[src/rtl/ecc_codec_pkg.sv]
package ecc_codec_pkg;

  typedef enum logic [1:0] {
    ERR_NONE   = 2'd0,
    ERR_SINGLE = 2'd1,
    ERR_DOUBLE = 2'd2
  } err_kind_e;

  // positional check bits needed for dw data bits
  function automatic int chk_count(int dw);
    int res = 0;
    for (int p = 1; p < 16; p++) begin
      if (res == 0 && ((1 << p) - p - 1) >= dw) res = p;
    end
    return res;
  endfunction

  // codeword position of data bit idx (non-power-of-two slots from 3 up)
  function automatic int data_pos(int idx);
    int cnt = 0;
    int res = 0;
    for (int q = 3; q < 512; q++) begin
      if ((q & (q - 1)) != 0) begin
        if (cnt == idx) res = q;
        cnt++;
      end
    end
    return res;
  endfunction

endpackage

[src/rtl/ecc_encoder.sv]
module ecc_encoder #(
  parameter int unsigned DATA_W = 16,
  parameter int unsigned P      = 5
) (
  input  logic [DATA_W-1:0] data_i,
  output logic [P:0]        cb_o
);
  import ecc_codec_pkg::*;

  function automatic logic [DATA_W-1:0] cover_mask(int k);
    logic [DATA_W-1:0] m;
    for (int i = 0; i < int'(DATA_W); i++) m[i] = ((data_pos(i) >> k) & 1) != 0;
    return m;
  endfunction

  logic [P-1:0] pos_par;

  for (genvar k = 0; k < int'(P); k++) begin : g_par
    localparam logic [DATA_W-1:0] MASK = cover_mask(k);
    assign pos_par[k] = ^(data_i & MASK);
  end

  assign cb_o = {(^data_i) ^ (^pos_par), pos_par};

endmodule

[src/rtl/ecc_syndrome.sv]
module ecc_syndrome #(
  parameter int unsigned DATA_W = 16,
  parameter int unsigned P      = 5
) (
  input  logic [DATA_W-1:0] data_i,
  input  logic [P:0]        cb_i,
  output logic [P-1:0]      syn_o,
  output logic              par_err_o
);
  logic [P:0] regen;

  ecc_encoder #(.DATA_W(DATA_W), .P(P)) u_regen (
    .data_i (data_i),
    .cb_o   (regen)
  );

  assign syn_o     = regen[P-1:0] ^ cb_i[P-1:0];
  // overall parity of stored word: regen top bit folds data and regenerated checks
  assign par_err_o = regen[P] ^ cb_i[P] ^ (^syn_o);

endmodule

[src/rtl/ecc_corrector.sv]
module ecc_corrector #(
  parameter int unsigned DATA_W = 16,
  parameter int unsigned P      = 5
) (
  input  logic [DATA_W-1:0]           data_i,
  input  logic [P-1:0]                syn_i,
  input  logic                        par_err_i,
  input  logic                        ecc_off_i,
  output logic [DATA_W-1:0]           data_o,
  output ecc_codec_pkg::err_kind_e    kind_o,
  output logic                        slow_o
);
  import ecc_codec_pkg::*;

  localparam int unsigned N_POS = DATA_W + P;

  logic              syn_nz;
  logic              syn_oor;
  logic [DATA_W-1:0] flip;

  assign syn_nz  = |syn_i;
  assign syn_oor = 32'(syn_i) > N_POS;

  always_comb begin
    kind_o = ERR_NONE;
    if (!ecc_off_i) begin
      if (!par_err_i) kind_o = syn_nz ? ERR_DOUBLE : ERR_NONE;
      else            kind_o = syn_oor ? ERR_DOUBLE : ERR_SINGLE;
    end
  end

  // syndrome at a check position matches no data bit: data untouched
  for (genvar i = 0; i < int'(DATA_W); i++) begin : g_flip
    localparam logic [P-1:0] POS = P'(data_pos(i));
    assign flip[i] = (kind_o == ERR_SINGLE) && (syn_i == POS);
  end

  assign data_o = data_i ^ flip;
  assign slow_o = !ecc_off_i && (syn_nz || par_err_i);

endmodule

[src/rtl/ecc_word_codec.sv]
module ecc_word_codec #(
  parameter int unsigned DATA_W = 16,
  localparam int unsigned P     = ecc_codec_pkg::chk_count(DATA_W),
  localparam int unsigned CB_W  = P + 1
) (
  input  logic              clk_i,
  input  logic              rst_ni,
  input  logic              ecc_off_i,
  input  logic              wr_valid_i,
  input  logic [DATA_W-1:0] wr_data_i,
  input  logic              wr_cb_force_i,
  input  logic [CB_W-1:0]   wr_cb_i,
  output logic              wr_valid_o,
  output logic [DATA_W-1:0] wr_data_o,
  output logic [CB_W-1:0]   wr_cb_o,
  input  logic              rd_valid_i,
  input  logic [DATA_W-1:0] rd_data_i,
  input  logic [CB_W-1:0]   rd_cb_i,
  output logic              rd_valid_o,
  output logic [DATA_W-1:0] rd_data_o,
  output logic [CB_W-1:0]   rd_cb_raw_o,
  output logic              single_err_corrected_o,
  output logic              double_err_detected_o
);
  import ecc_codec_pkg::*;

  // ---------------- write path ----------------
  logic [CB_W-1:0] gen_cb;

  ecc_encoder #(.DATA_W(DATA_W), .P(P)) u_enc (
    .data_i (wr_data_i),
    .cb_o   (gen_cb)
  );

  always_ff @(posedge clk_i or negedge rst_ni) begin
    if (!rst_ni) begin
      wr_valid_o <= 1'b0;
      wr_data_o  <= '0;
      wr_cb_o    <= '0;
    end else begin
      wr_valid_o <= wr_valid_i;
      if (wr_valid_i) begin
        wr_data_o <= wr_data_i;
        wr_cb_o   <= wr_cb_force_i ? wr_cb_i : gen_cb;
      end
    end
  end

  // ---------------- read path, stage 1 ----------------
  logic              s1_valid;
  logic [DATA_W-1:0] s1_data;
  logic [CB_W-1:0]   s1_cb;
  logic              s1_off;

  always_ff @(posedge clk_i or negedge rst_ni) begin
    if (!rst_ni) begin
      s1_valid <= 1'b0;
      s1_data  <= '0;
      s1_cb    <= '0;
      s1_off   <= 1'b0;
    end else begin
      s1_valid <= rd_valid_i;
      if (rd_valid_i) begin
        s1_data <= rd_data_i;
        s1_cb   <= rd_cb_i;
        s1_off  <= ecc_off_i;
      end
    end
  end

  logic [P-1:0]      s1_syn;
  logic              s1_par_err;
  logic [DATA_W-1:0] s1_fix_data;
  err_kind_e         s1_kind;
  logic              s1_slow;

  ecc_syndrome #(.DATA_W(DATA_W), .P(P)) u_syn (
    .data_i    (s1_data),
    .cb_i      (s1_cb),
    .syn_o     (s1_syn),
    .par_err_o (s1_par_err)
  );

  ecc_corrector #(.DATA_W(DATA_W), .P(P)) u_fix (
    .data_i    (s1_data),
    .syn_i     (s1_syn),
    .par_err_i (s1_par_err),
    .ecc_off_i (s1_off),
    .data_o    (s1_fix_data),
    .kind_o    (s1_kind),
    .slow_o    (s1_slow)
  );

  // ---------------- read path, stage 2 (correction / ordering) ----------------
  logic              s2_valid;
  logic [DATA_W-1:0] s2_data;
  logic [CB_W-1:0]   s2_cb;
  err_kind_e         s2_kind;
  logic              s1_move;

  // slow words always take stage 2; a fast word behind one follows it
  assign s1_move = s1_valid && (s1_slow || s2_valid);

  always_ff @(posedge clk_i or negedge rst_ni) begin
    if (!rst_ni) begin
      s2_valid <= 1'b0;
      s2_data  <= '0;
      s2_cb    <= '0;
      s2_kind  <= ERR_NONE;
    end else begin
      s2_valid <= s1_move;
      if (s1_move) begin
        s2_data <= s1_fix_data;
        s2_cb   <= s1_cb;
        s2_kind <= s1_kind;
      end
    end
  end

  err_kind_e out_kind;

  assign rd_valid_o  = s2_valid || (s1_valid && !s1_slow);
  assign rd_data_o   = s2_valid ? s2_data : s1_fix_data;
  assign rd_cb_raw_o = s2_valid ? s2_cb   : s1_cb;
  assign out_kind    = s2_valid ? s2_kind : s1_kind;

  assign single_err_corrected_o = rd_valid_o && (out_kind == ERR_SINGLE);
  assign double_err_detected_o  = rd_valid_o && (out_kind == ERR_DOUBLE);

endmodule

[config.mk]
export PLATFORM = sky130hd
export DESIGN_NAME = ecc_word_codec
export DESIGN_NICKNAME = d
export VERILOG_FILES = /design/src/rtl/ecc_codec_pkg.sv /design/src/rtl/ecc_encoder.sv /design/src/rtl/ecc_syndrome.sv /design/src/rtl/ecc_corrector.sv /design/src/rtl/ecc_word_codec.sv
export SDC_FILE = /design/constraint.sdc
export NUM_CORES = 1
export LEC_CHECK = 0
export BUFFER_PORTS_ARGS = -buffer_cell sky130_fd_sc_hd__buf_4
export CAP_MARGIN = 20
export CORE_MARGIN = 5
export CORE_UTILIZATION = 49
export CTS_CLUSTER_SIZE = 14
export DETAILED_ROUTE_END_ITERATION = 7
export PLACE_DENSITY = 0.87
export SYNTH_ARGS = -nofsm -noshare
export SYNTH_HDL_FRONTEND = slang
export SYNTH_HIERARCHICAL = 1
export SYNTH_SLANG_ARGS = --single-unit
[constraint.sdc]
create_clock -name clk_i -period 3.7 [get_ports clk_i]
set_input_delay 0.555 -clock clk_i [delete_from_list [all_inputs] [get_ports clk_i]]
set_output_delay 0.555 -clock clk_i [all_outputs]
set_load 0.05 [all_outputs]
==> flow_summary_export.csv <==
group,metric,value,unit
outcome,outcome,"finished with violations",
outcome,violations,"negative setup slack",
sta,setup_viol,19,
setup_path,end_kind,"primary output",
sta,finalHoldViolCount,0,
routing,drt_iter0_markers,111,
power_and_ir_drop,power,5.50,mW
cells_and_area,mostFrequentLayoutCell,"buf_4",
setup_path,startpoint,"s1_data[8]",
cts,cts_hold_buf,0,
floorplan,fp.dieArea,10200,um^2
yosys,synth.net_count,366,
setup_path,reg2reg_from,"s1_data[8]",
global_routing,grt_max_degree,73,
cells_and_area,syn_to_final_growth,42.3,%
worst_hold_path,min_path_type,"primary input to asynchronous set/reset pin",
setup_path,critPathLaunchType,"register",
sta,rsz0062_at_grt,"true",
cells_and_area,fin_cells,564,
power_and_ir_drop,leakagePower,2.62,nW
sta,max_freq,230,MHz
power_and_ir_drop,power.density,951,nW/um^2
routing,drt_wl_total,10.7,mm
sta,post-route-period-util,118,%
setup_path,crit_chain,"xor2_1 -> xnor2_1 -> xnor2_1 -> xnor3_1 -> xnor2_2 -> xnor2_2 -> xnor3_1 -> or4b_4 -> and4bb_2 -> xor2_2 -> mux2_4 -> buf_8",
routing,wl_per_cell,18.9,um
cts,path_clk_slew,80,ps
sta,worst_slack,-655,ps
place,place_inst,537,
yosys,syn_area_per_cell,12.8,um^2
power_and_ir_drop,max-vdd-ir-drop,0.556,mV
place,post-place-ws,-269,ps
floorplan,dieHeight,101,um
sta,drv_slew,0,
yosys,synthCells,316,
cts,cts_sinks,72,
setup_path,crit_path_max_incr_delay,490,ps
yosys,post_synth_num_cell_types,33,
place,gp_congestion,0.897,
routing,highest_layer,"met4",
setup_path,crit_slowest_cell,"or4b_4",
floorplan,num_rows,33,
cells_and_area,fill_cells,510,
cts,cts_made_buffers,9,
cts,clk_latency,350,ps
cells_and_area,mostFrequentLayoutCells,"buf_4, mux2_2, dfrtp_1",
cts,cts_buffer_depth,2,
global_routing,grt_pass1_wl,16.0,mm
routing,vias,2961,
yosys,yosysWarnings,6,
setup_path,crit_arrival,3800,ps
floorplan,start_util,49.9,%
routing,ant_nets,0,
floorplan,dieWidth,101,um
routing,wl_met3,423,um
floorplan,num_io_pins,98,
routing,drt-pass1-iter-count,4,
sta,max_slew.worst_pin.slew,904,ps
cells_and_area,post-route-util,71.0,%
floorplan,coreArea,8130,um^2
cells_and_area,drive_above_1_share,63.8,%
sta,fin_worst_skew,11.3,ps
cts,clock-root-buffer,"clkbuf_8",
cells_and_area,fin_nets,504,
flow_run,drv_cap,0,
cts,cts_max_level,3,
routing,vias_per_cell,5.25,
global_routing,track_usage,20.3,%
yosys,syn_area,4060,um^2
sta,fin_crit,4350,ps
cts,cts_tree,"yes",
routing,drc,0,
setup_path,worstSetupPathType,"register to primary output",
cells_and_area,antenna_cells,0,
setup_path,critPathMaxFanout,3,
global_routing,antenna_found_initial,0,
routing,wl_met1,4.20,mm
yosys,ys_ff_latch,72,
routing,route.met2.wl,5.77,mm
sta,slew_headroom,39.8,%
yosys,yosysSeqAreaShare,44.4,%
global_routing,grt.overflow.total,0,
place,post-dp-hpwl,6.94,mm
place,io_buffers,97,
setup_path,worst_ep_required_time,3140,ps
global_routing,grt_pass1_vias,3170,
cell usage after synthesis:
master,n,area [um^2]
and4bb_2,2,25.0
mux2_2,84,946
or3b_2,2,17.5
xnor2_1,52,455
and3b_1,1,8.76
or4b_4,1,13.8
nand2_1,12,45.0
mux2_1,1,11.3
xnor3_1,5,113
and4b_2,1,11.3
nand3b_1,3,22.5
a21oi_1,8,40.0
buf_2,8,40.0
xor2_2,1,16.3
nor2_1,9,33.8
nand4b_1,2,17.5
xnor2_2,2,32.5
dfrtp_1,72,1800
buf_6,3,33.8
or4_1,1,7.51
nor3_1,4,20.0
a22oi_1,2,15.0
xor2_1,20,175
o21ai_4,1,16.3
inv_1,3,11.3
mux2i_1,6,60.1
clkbuf_1,3,11.3
nor3b_1,2,15.0
a211oi_1,1,7.51
nand2b_1,1,6.26
a21o_1,1,7.51
and4bb_4,1,16.3
nand3_1,1,5.00
layer usage:
layer	GRT usage [%]	up-vias
met4	6.24	0
met1	25.4	1492
li1	-	1362
met2	35.3	82
met3	4.01	25
met5	0	-
state kept, by name, indices dropped and copies added, names as in the netlist:
name,count
s1_cb,6
s1_data,16
s1_off,1
s1_valid,1
s2_cb,6
s2_data,16
s2_kind,2
s2_valid,1
wr_cb_o,6
wr_data_o,16
wr_valid_o,1
through the flow:
stage	hold WS, ps	TNS, ps	area, um^2
2_1_floorplan	259	-383	4100
3_3_place_gp	468	-547	5120
3_5_place_dp	489	-1560	5120
4_1_cts	366	-7940	5600
5_1_grt	402	-13310	5780
6_report	322	-9910	5780
power by group:
group	switching, mW	total (mW)	internal [mW]
combinational	1.95	3.71	1.76
clock	0.301	0.678	0.378
sequential	0.135	1.11	0.972
logic make-up (layout without fill, tap and decap cells):
logic type | count (synthesis) | after routing | synth area share [%]
multiplexers | 91 | 91 | 25.1
AO/OA/AOI/OAI | 13 | 13 | 2.13
XOR/XNOR | 80 | 80 | 19.5
flip-flops | 72 | 72 | 44.4
buffers and inverters | 17 | 160 | 2.37
AND/OR/NAND/NOR | 43 | 43 | 6.54
what timing repair did:
action                                  4_1_cts  5_1_grt
endpoints found under the setup margin       19       43
buffers inserted                              7        4
pin swaps                                    13        5
resized for setup                            51       25
worst max-delay path, delay by kind of cell, from the launching register on:
kind | cells | cell delay (ps)
xor+xnor | 8 | 1790
buf+inv | 1 | 150
flops | 1 | 400
mux | 1 | 280
simple gates | 2 | 830
cell type report:
| cell class | count | area [um^2] | share of cell area [%] |
|---|---|---|---|
| clock buffer | 10 | 128 | 2.21 |
| clock inverter | 6 | 83.8 | 1.45 |
| inverter | 3 | 11.3 | 0.195 |
| multi-input combinational | 227 | 2440 | 42.2 |
| sequential | 72 | 1800 | 31.2 |
| tap | 105 | 131 | 2.27 |
| timing repair buffer | 141 | 1180 | 20.4 |
path summary, 6_finish.rpt:
kind	endpoint	slack, ps	depth (start not counted)
worst max-delay path	rd_data_o[12]	-650	12
worst min-delay path	wr_data_o[2]	320	1
worst max register to register	s2_data[0]	60	15
worst min register to register	s2_cb[3]	510	1
max in group asynchronous	s1_data[6]	2750	1
min in group clk_i	s1_data[11]	430	2
Note: power is estimated with default switching activity, not from simulation.
